<file path="src/rtl/trig_timer_pkg.sv">
package trig_timer_pkg;
  localparam int DATA_W = 32;
  localparam int ADDR_W = 3;

  typedef enum logic [ADDR_W-1:0] {
    A_CTRL = 3'd0,
    A_MODE = 3'd1,
    A_IEN  = 3'd2,
    A_STAT = 3'd3,
    A_SWEV = 3'd4,
    A_CNT  = 3'd5,
    A_PSC  = 3'd6,
    A_PER  = 3'd7
  } reg_addr_e;

  localparam logic [2:0] SLAVE_TRIG = 3'b110;
  localparam logic [2:0] SRC_CH1F   = 3'b101;

  typedef struct packed {
    logic [1:0] clkdiv;
    logic       per_buf;
    logic       one_shot;
    logic       run;
  } ctrl_t;
endpackage

</file>
<file path="src/rtl/trig_timer_regs.sv">
module trig_timer_regs
  import trig_timer_pkg::*;
#(
  parameter int CNT_W = 16
) (
  input  logic              clk_i,
  input  logic              rst_ni,
  input  logic              we_i,
  input  logic [ADDR_W-1:0] addr_i,
  input  logic [DATA_W-1:0] wdata_i,
  input  logic              trig_i,
  input  logic              upd_i,
  input  logic [CNT_W-1:0]  cnt_i,
  output logic [DATA_W-1:0] rdata_o,
  output ctrl_t             ctrl_o,
  output logic [2:0]        slave_mode_o,
  output logic [2:0]        trig_sel_o,
  output logic              flag_o,
  output logic              irq_o,
  output logic              swev_o,
  output logic              per_stb_o,
  output logic [CNT_W-1:0]  psc_wr_o,
  output logic [CNT_W-1:0]  per_wr_o
);
  ctrl_t            ctrl_q;
  logic [2:0]       mode_q, sel_q;
  logic             ien_q, flag_q, trig_q;
  logic [CNT_W-1:0] psc_q, per_q;
  logic             wr_ctrl, wr_mode, wr_ien, wr_stat, wr_psc, wr_per, trig_rise;

  wire unused_wdata = ^wdata_i[DATA_W-1:CNT_W];

  assign wr_ctrl = we_i && (addr_i == A_CTRL);
  assign wr_mode = we_i && (addr_i == A_MODE);
  assign wr_ien  = we_i && (addr_i == A_IEN);
  assign wr_stat = we_i && (addr_i == A_STAT);
  assign wr_psc  = we_i && (addr_i == A_PSC);
  assign wr_per  = we_i && (addr_i == A_PER);
  assign swev_o  = we_i && (addr_i == A_SWEV) && wdata_i[0];

  assign trig_rise = trig_i && !trig_q && (mode_q == SLAVE_TRIG) && (sel_q == SRC_CH1F);

  always_ff @(posedge clk_i or negedge rst_ni) begin
    if (!rst_ni) begin
      ctrl_q <= '0;
      mode_q <= '0;
      sel_q  <= '0;
      ien_q  <= 1'b0;
      flag_q <= 1'b0;
      trig_q <= 1'b0;
      psc_q  <= '0;
      per_q  <= '0;
    end else begin
      trig_q <= trig_i;
      // software write beats one-shot clear, which beats trigger set
      if (wr_ctrl) begin
        ctrl_q.run      <= wdata_i[0];
        ctrl_q.one_shot <= wdata_i[1];
        ctrl_q.per_buf  <= wdata_i[2];
        ctrl_q.clkdiv   <= wdata_i[5:4];
      end else if (upd_i && ctrl_q.one_shot) begin
        ctrl_q.run <= 1'b0;
      end else if (trig_rise) begin
        ctrl_q.run <= 1'b1;
      end
      if (wr_mode) begin
        sel_q  <= wdata_i[2:0];
        mode_q <= wdata_i[6:4];
      end
      if (wr_ien) ien_q <= wdata_i[0];
      if (upd_i) flag_q <= 1'b1;
      else if (wr_stat && !wdata_i[0]) flag_q <= 1'b0;
      if (wr_psc) psc_q <= wdata_i[CNT_W-1:0];
      if (wr_per) per_q <= wdata_i[CNT_W-1:0];
    end
  end

  always_comb begin
    rdata_o = '0;
    unique case (addr_i)
      A_CTRL: begin
        rdata_o[0]   = ctrl_q.run;
        rdata_o[1]   = ctrl_q.one_shot;
        rdata_o[2]   = ctrl_q.per_buf;
        rdata_o[5:4] = ctrl_q.clkdiv;
      end
      A_MODE: begin
        rdata_o[2:0] = sel_q;
        rdata_o[6:4] = mode_q;
      end
      A_IEN:   rdata_o[0] = ien_q;
      A_STAT:  rdata_o[0] = flag_q;
      A_CNT:   rdata_o = DATA_W'(cnt_i);
      A_PSC:   rdata_o = DATA_W'(psc_q);
      A_PER:   rdata_o = DATA_W'(per_q);
      default: rdata_o = '0;
    endcase
  end

  assign ctrl_o       = ctrl_q;
  assign slave_mode_o = mode_q;
  assign trig_sel_o   = sel_q;
  assign flag_o       = flag_q;
  assign irq_o        = flag_q & ien_q;
  assign per_stb_o    = wr_per;
  assign psc_wr_o     = psc_q;
  assign per_wr_o     = per_q;
endmodule

</file>
<file path="src/rtl/trig_timer_presc.sv">
module trig_timer_presc #(
  parameter int CNT_W = 16
) (
  input  logic             clk_i,
  input  logic             rst_ni,
  input  logic             step_i,
  input  logic [1:0]       clkdiv_i,
  input  logic [CNT_W-1:0] psc_wr_i,
  input  logic             upd_i,
  input  logic             clr_i,
  output logic             tick_o
);
  logic [1:0]       div_q, div_lim;
  logic [CNT_W-1:0] psc_q, psc_act_q;
  logic             div_hit, psc_hit;

  always_comb begin
    unique case (clkdiv_i)
      2'b01:   div_lim = 2'd1;
      2'b10:   div_lim = 2'd3;
      default: div_lim = 2'd0;
    endcase
  end

  assign div_hit = (div_q == div_lim);
  assign psc_hit = (psc_q == psc_act_q);
  assign tick_o  = step_i && div_hit && psc_hit;

  always_ff @(posedge clk_i or negedge rst_ni) begin
    if (!rst_ni) begin
      div_q     <= '0;
      psc_q     <= '0;
      psc_act_q <= '0;
    end else begin
      if (upd_i) psc_act_q <= psc_wr_i;
      if (clr_i) begin
        div_q <= '0;
        psc_q <= '0;
      end else if (step_i) begin
        if (div_hit) begin
          div_q <= '0;
          psc_q <= psc_hit ? '0 : psc_q + 1'b1;
        end else begin
          div_q <= div_q + 1'b1;
        end
      end
    end
  end
endmodule

</file>
<file path="src/rtl/trig_timer_cnt.sv">
module trig_timer_cnt #(
  parameter int CNT_W = 16
) (
  input  logic             clk_i,
  input  logic             rst_ni,
  input  logic             tick_i,
  input  logic             clr_i,
  input  logic             upd_i,
  input  logic             per_buf_i,
  input  logic             per_stb_i,
  input  logic [CNT_W-1:0] per_din_i,
  input  logic [CNT_W-1:0] per_wr_i,
  output logic             ovf_o,
  output logic [CNT_W-1:0] cnt_o
);
  logic [CNT_W-1:0] cnt_q, per_act_q;

  assign ovf_o = tick_i && (cnt_q == per_act_q);

  always_ff @(posedge clk_i or negedge rst_ni) begin
    if (!rst_ni) begin
      cnt_q     <= '0;
      per_act_q <= '0;
    end else begin
      if (clr_i) cnt_q <= '0;
      else if (tick_i) cnt_q <= ovf_o ? '0 : cnt_q + 1'b1;
      if (per_stb_i && !per_buf_i) per_act_q <= per_din_i;
      else if (upd_i) per_act_q <= per_wr_i;
    end
  end

  assign cnt_o = cnt_q;
endmodule

</file>
<file path="src/rtl/trig_timer.sv">
module trig_timer
  import trig_timer_pkg::*;
#(
  parameter int CNT_W = 16
) (
  input  logic              clk_i,
  input  logic              rst_ni,
  input  logic              dbg_pause_i,
  input  logic              trig_i,
  input  logic              we_i,
  input  logic [ADDR_W-1:0] addr_i,
  input  logic [DATA_W-1:0] wdata_i,
  output logic [DATA_W-1:0] rdata_o,
  output logic              irq_o
);
  ctrl_t            ctrl;
  logic [2:0]       slave_mode, trig_sel;
  logic             ovf_flag, swev, per_stb, tick, ovf, upd, step;
  logic [CNT_W-1:0] cnt, psc_wr, per_wr;

  assign step = ctrl.run && !dbg_pause_i;
  assign upd  = ovf || swev;

  trig_timer_regs #(.CNT_W(CNT_W)) u_regs (
    .clk_i        (clk_i),
    .rst_ni       (rst_ni),
    .we_i         (we_i),
    .addr_i       (addr_i),
    .wdata_i      (wdata_i),
    .trig_i       (trig_i),
    .upd_i        (upd),
    .cnt_i        (cnt),
    .rdata_o      (rdata_o),
    .ctrl_o       (ctrl),
    .slave_mode_o (slave_mode),
    .trig_sel_o   (trig_sel),
    .flag_o       (ovf_flag),
    .irq_o        (irq_o),
    .swev_o       (swev),
    .per_stb_o    (per_stb),
    .psc_wr_o     (psc_wr),
    .per_wr_o     (per_wr)
  );

  trig_timer_presc #(.CNT_W(CNT_W)) u_presc (
    .clk_i    (clk_i),
    .rst_ni   (rst_ni),
    .step_i   (step),
    .clkdiv_i (ctrl.clkdiv),
    .psc_wr_i (psc_wr),
    .upd_i    (upd),
    .clr_i    (swev),
    .tick_o   (tick)
  );

  trig_timer_cnt #(.CNT_W(CNT_W)) u_cnt (
    .clk_i     (clk_i),
    .rst_ni    (rst_ni),
    .tick_i    (tick),
    .clr_i     (swev),
    .upd_i     (upd),
    .per_buf_i (ctrl.per_buf),
    .per_stb_i (per_stb),
    .per_din_i (wdata_i[CNT_W-1:0]),
    .per_wr_i  (per_wr),
    .ovf_o     (ovf),
    .cnt_o     (cnt)
  );
endmodule

</file>
<file path="config.mk">
export PLATFORM = sky130hd
export DESIGN_NAME = trig_timer
export DESIGN_NICKNAME = d
export VERILOG_FILES = /design/src/rtl/trig_timer_pkg.sv /design/src/rtl/trig_timer_regs.sv /design/src/rtl/trig_timer_presc.sv /design/src/rtl/trig_timer_cnt.sv /design/src/rtl/trig_timer.sv
export SDC_FILE = /design/constraint.sdc
export NUM_CORES = 1
export LEC_CHECK = 0
export BUFFER_PORTS_ARGS = -buffer_cell sky130_fd_sc_hd__buf_2
export CAP_MARGIN = 20
export CORE_MARGIN = 5
export CORE_UTILIZATION = 50
export DETAILED_ROUTE_END_ITERATION = 8
export GPL_ROUTABILITY_DRIVEN = 0
export GPL_TIMING_DRIVEN = 0
export HOLD_SLACK_MARGIN = 0.12
export PLACE_DENSITY = 0.7
export SYNTH_ARGS = -nofsm -noshare
export SYNTH_HDL_FRONTEND = slang
export SYNTH_HIERARCHICAL = 1
export SYNTH_SLANG_ARGS = --single-unit
</file>
<file path="constraint.sdc">
create_clock -name clk_i -period 3.4 [get_ports clk_i]
set_input_delay 0.85 -clock clk_i [delete_from_list [all_inputs] [get_ports clk_i]]
set_output_delay 0.85 -clock clk_i [all_outputs]
set_load 0.1 [all_outputs]
</file>
==> impl_metrics.yaml <==
clocking:
  numCtsBuffers: 9
  cts_tree: "yes"
  ctsHoldBuffers: 0
  cts.clk_slew.worst_paths_ns: 0.07
  clkLatencyLatePin_ns: 0.35
  clock-root-buffer: "clkbuf_16"
  htreeDepth: 3
  clockBufferDepth: 2
  clock_sinks: 112
synth:
  synth_top_flop_cell: "dfrtp_1"
  synthMuxAreaShare_pct: 18.21
  synth.avg_cell_area_um2: 11.16
  synth-edff-count: 0
  synth_xor_xnor_area_share_pct: 8.051
  synth_warnings: 6
  synthDistinctLibCells: 60
  synth_top_family_by_area: "multiplexers"
  synth_area_mm2: 0.006170
  ys_seq_area_share_pct: 45.43
  synthArstFlopShare_pct: 100.0
  synthCells: 553
  ys_seq_elements: 112
  synth_fa_ha_area_share_pct: 0.6084
  synth_simple_gate_area_share_pct: 15.92
  synth_compound_area_share_pct: 6.672
setup_path:
  critPathMaxFanout: 10
  cpPeakStageDelay_ns: 0.46
  critPathKind: "input pin to output pin"
  rr_startpoint: "u_presc/psc_q[12]"
  r2r_slack_ns: 0.25
  crit_family: "buffers and inverters"
  cp_cell_sequence: "buf_2 > buf_12 > buf_2 > nor3b_1 > nand2_1 > o211ai_1 > buf_2"
  cp.required_ns: 2.55
  slowest_stage: "buf_2"
  crit_buf_inv: 4
  crit_path_end_kind: "output pin"
  cp.arrival_ns: 2.46
  ff2ff_path_depth: 11
  startpoint_type: "input pin"
  cp_common_cell: "buf_2"
  worst_r2r_endpoint: "u_presc/psc_act_q[1]"
timing:
  fin_crit_ns: 3.308
  slew_headroom_pct: 57.45
  fin_ws_ns: 0.09217
  rsz0062_at_grt: "false"
  finClkSkew_ns: 0.006783
  slew_viol_final: 0
  period_share_pct: 97.29
  tightest_slew_ns: 0.6383
  hold_violations: 0
  final-setup-viol-count: 0
  max_freq_ghz: 0.3023
die:
  ios: 73
  start_util_pct: 51.15
  core_area_mm2: 0.01206
  die_w_um: 121.1
  die-area_mm2: 0.01466
  rows: 40
  fp.dieH_um: 121.1
pwr:
  worst_ir_drop_vdd_uv: 284.9
  power_density_mw_per_mm2: 577.1
  power.leakage_nw: 3.220
drt:
  drc: 0
  drtIter0Drc: 350
  vias: 4450
  drt_pass1_iterations: 5
  wl_met2_um: 6770
  wl_met3_um: 803
  routed_wl_um: 14660
  routedWlPerCell_um: 18.48
  vias_per_cell: 5.612
  highest_layer: "met4"
  wl_met1_um: 6795
  drt.antenna.violating_nets: 0
min_path:
  hold_depth: 1
  hold_path_end: "u_regs/flag_o"
  holdCritStartpoint: "u_regs/flag_o"
  hp-class: "flip-flop to flip-flop"
place:
  hpwl_um: 10750
  dpl_worst_slack_ns: -0.8469
  port_buffers: 39
finish:
  final_cell_mix: "dfrtp_1 (112), mux2_2 (62), buf_2 (44), nand2_1 (41), xor2_1 (40)"
  diodes: 0
  fillCellCount: 1038
  fin_util_pct: 58.68
  area_growth_pct: 14.72
  drive_gt1_share_pct: 31.84
  nNetsFinal: 664
  final_common_cell: "dfrtp_1"
run_status:
  status: "finished, final reports clean"
grt:
  grt_pass1_wl_um: 23780
  grt.total_usage_pct: 20.77
  grt_max_degree: 66
  antenna_found_initial: 0
  first_global_vias: 4488
  grt_overflow: 0
job:
  drv_cap: 0
logic make-up (layout without fill, tap and decap cells):
kind of cell	count (synthesis)	count (layout)
AOI/OAI and AO/OA	60	60
xor gates and xnor gates	55	55
adders and majority gates	3	3
buffers and inverters	52	109
DFF	112	112
muxes	100	100
other	1	16
and+or+nand+nor	170	170
flip-flops by register name (all words and copies together), names as in the netlist, 2 cells and up:
| register | cells |
|---|---|
| u_cnt/cnt_o | 16 |
| u_cnt/per_act_q | 16 |
| u_presc/div_q | 2 |
| u_presc/psc_act_q | 16 |
| u_presc/psc_q | 16 |
| u_regs/ctrl_o | 5 |
| u_regs/per_wr_o | 16 |
| u_regs/psc_wr_o | 16 |
| u_regs/slave_mode_o | 3 |
| u_regs/trig_sel_o | 3 |
power by group:
part	internal [W]	switching, W	total, W	leakage, nW
Sequential	0.00162	0.000249	0.00186	1.40
Combinational	0.000454	0.000676	0.00113	1.67
Clock	0.000611	0.000479	0.00109	0.152
Total	0.00268	0.00140	0.00408	3.22
what timing repair did:
item,4_1_cts,5_1_grt
pin swaps,1,2
endpoints found under the setup margin,32,20
setup buffers,1,1
gates resized for setup,7,7
per-layer routing:
| layer | vias to the layer above | GRT usage, % |
|---|---|---|
| li1 | 2060 | - |
| met1 | 2214 | 29.52 |
| met2 | 157 | 32.09 |
| met3 | 19 | 3.124 |
| met4 | 0 | 8.003 |
| met5 | - | 0 |
how the worst max path moves through the flow:
stage                       endpoint             start  cells after the start  slack (ns)
5_1_grt                   rdata_o[6]         addr_i[0]                      7       0.006
4_1_cts         u_presc/psc_act_q[1]  u_regs/ctrl_o[3]                     12        0.03
2_1_floorplan             rdata_o[1]         addr_i[0]                      5       -0.35
6_report                  rdata_o[6]         addr_i[0]                      7        0.09
3_5_place_dp   u_presc/psc_act_q[13]       dbg_pause_i                     11       -0.85
3_3_place_gp   u_presc/psc_act_q[10]       dbg_pause_i                     11       -0.81
through the flow:
step           area (µm²)  instances  power [W]  hold WS, ns  TNS, ns
6_report             7078        793   0.004085       0.5007        0
5_1_grt              7078        793   0.004286       0.5361        0
4_1_cts              7052        792   0.004095       0.5042        0
3_5_place_dp         6724        776   0.002991       0.4873   -19.99
3_3_place_gp         6694        775   0.002942       0.4876   -19.61
2_1_floorplan        6289        568   0.002704       0.4636  -0.8909
final cells by class:
type / instances / area [µm²] / share of cell area [%]
tap: 168 / 210.2 / 2.970
multi-input combinational: 404 / 3158 / 44.62
clock inverter: 4 / 52.55 / 0.7424
inverter: 8 / 30.03 / 0.4243
timing repair buffer: 42 / 240.2 / 3.394
buffer: 44 / 331.6 / 4.684
clock buffer: 11 / 252.7 / 3.571
sequential: 112 / 2803 / 39.60
Yosys cell counts, types with 13 or more instances:
cell type	instances	area, µm²
buf_4	18	135.1
dfrtp_1	112	2803
mux2_2	62	698.2
mux2i_1	29	290.3
nand2_1	41	153.9
nand3_1	13	65.06
nor2_1	32	120.1
nor2b_1	14	87.58
nor4_1	14	87.58
o21ai_0	19	95.09
xnor2_1	13	113.9
xor2_1	40	350.3
(Power assumes the default switching activity.)
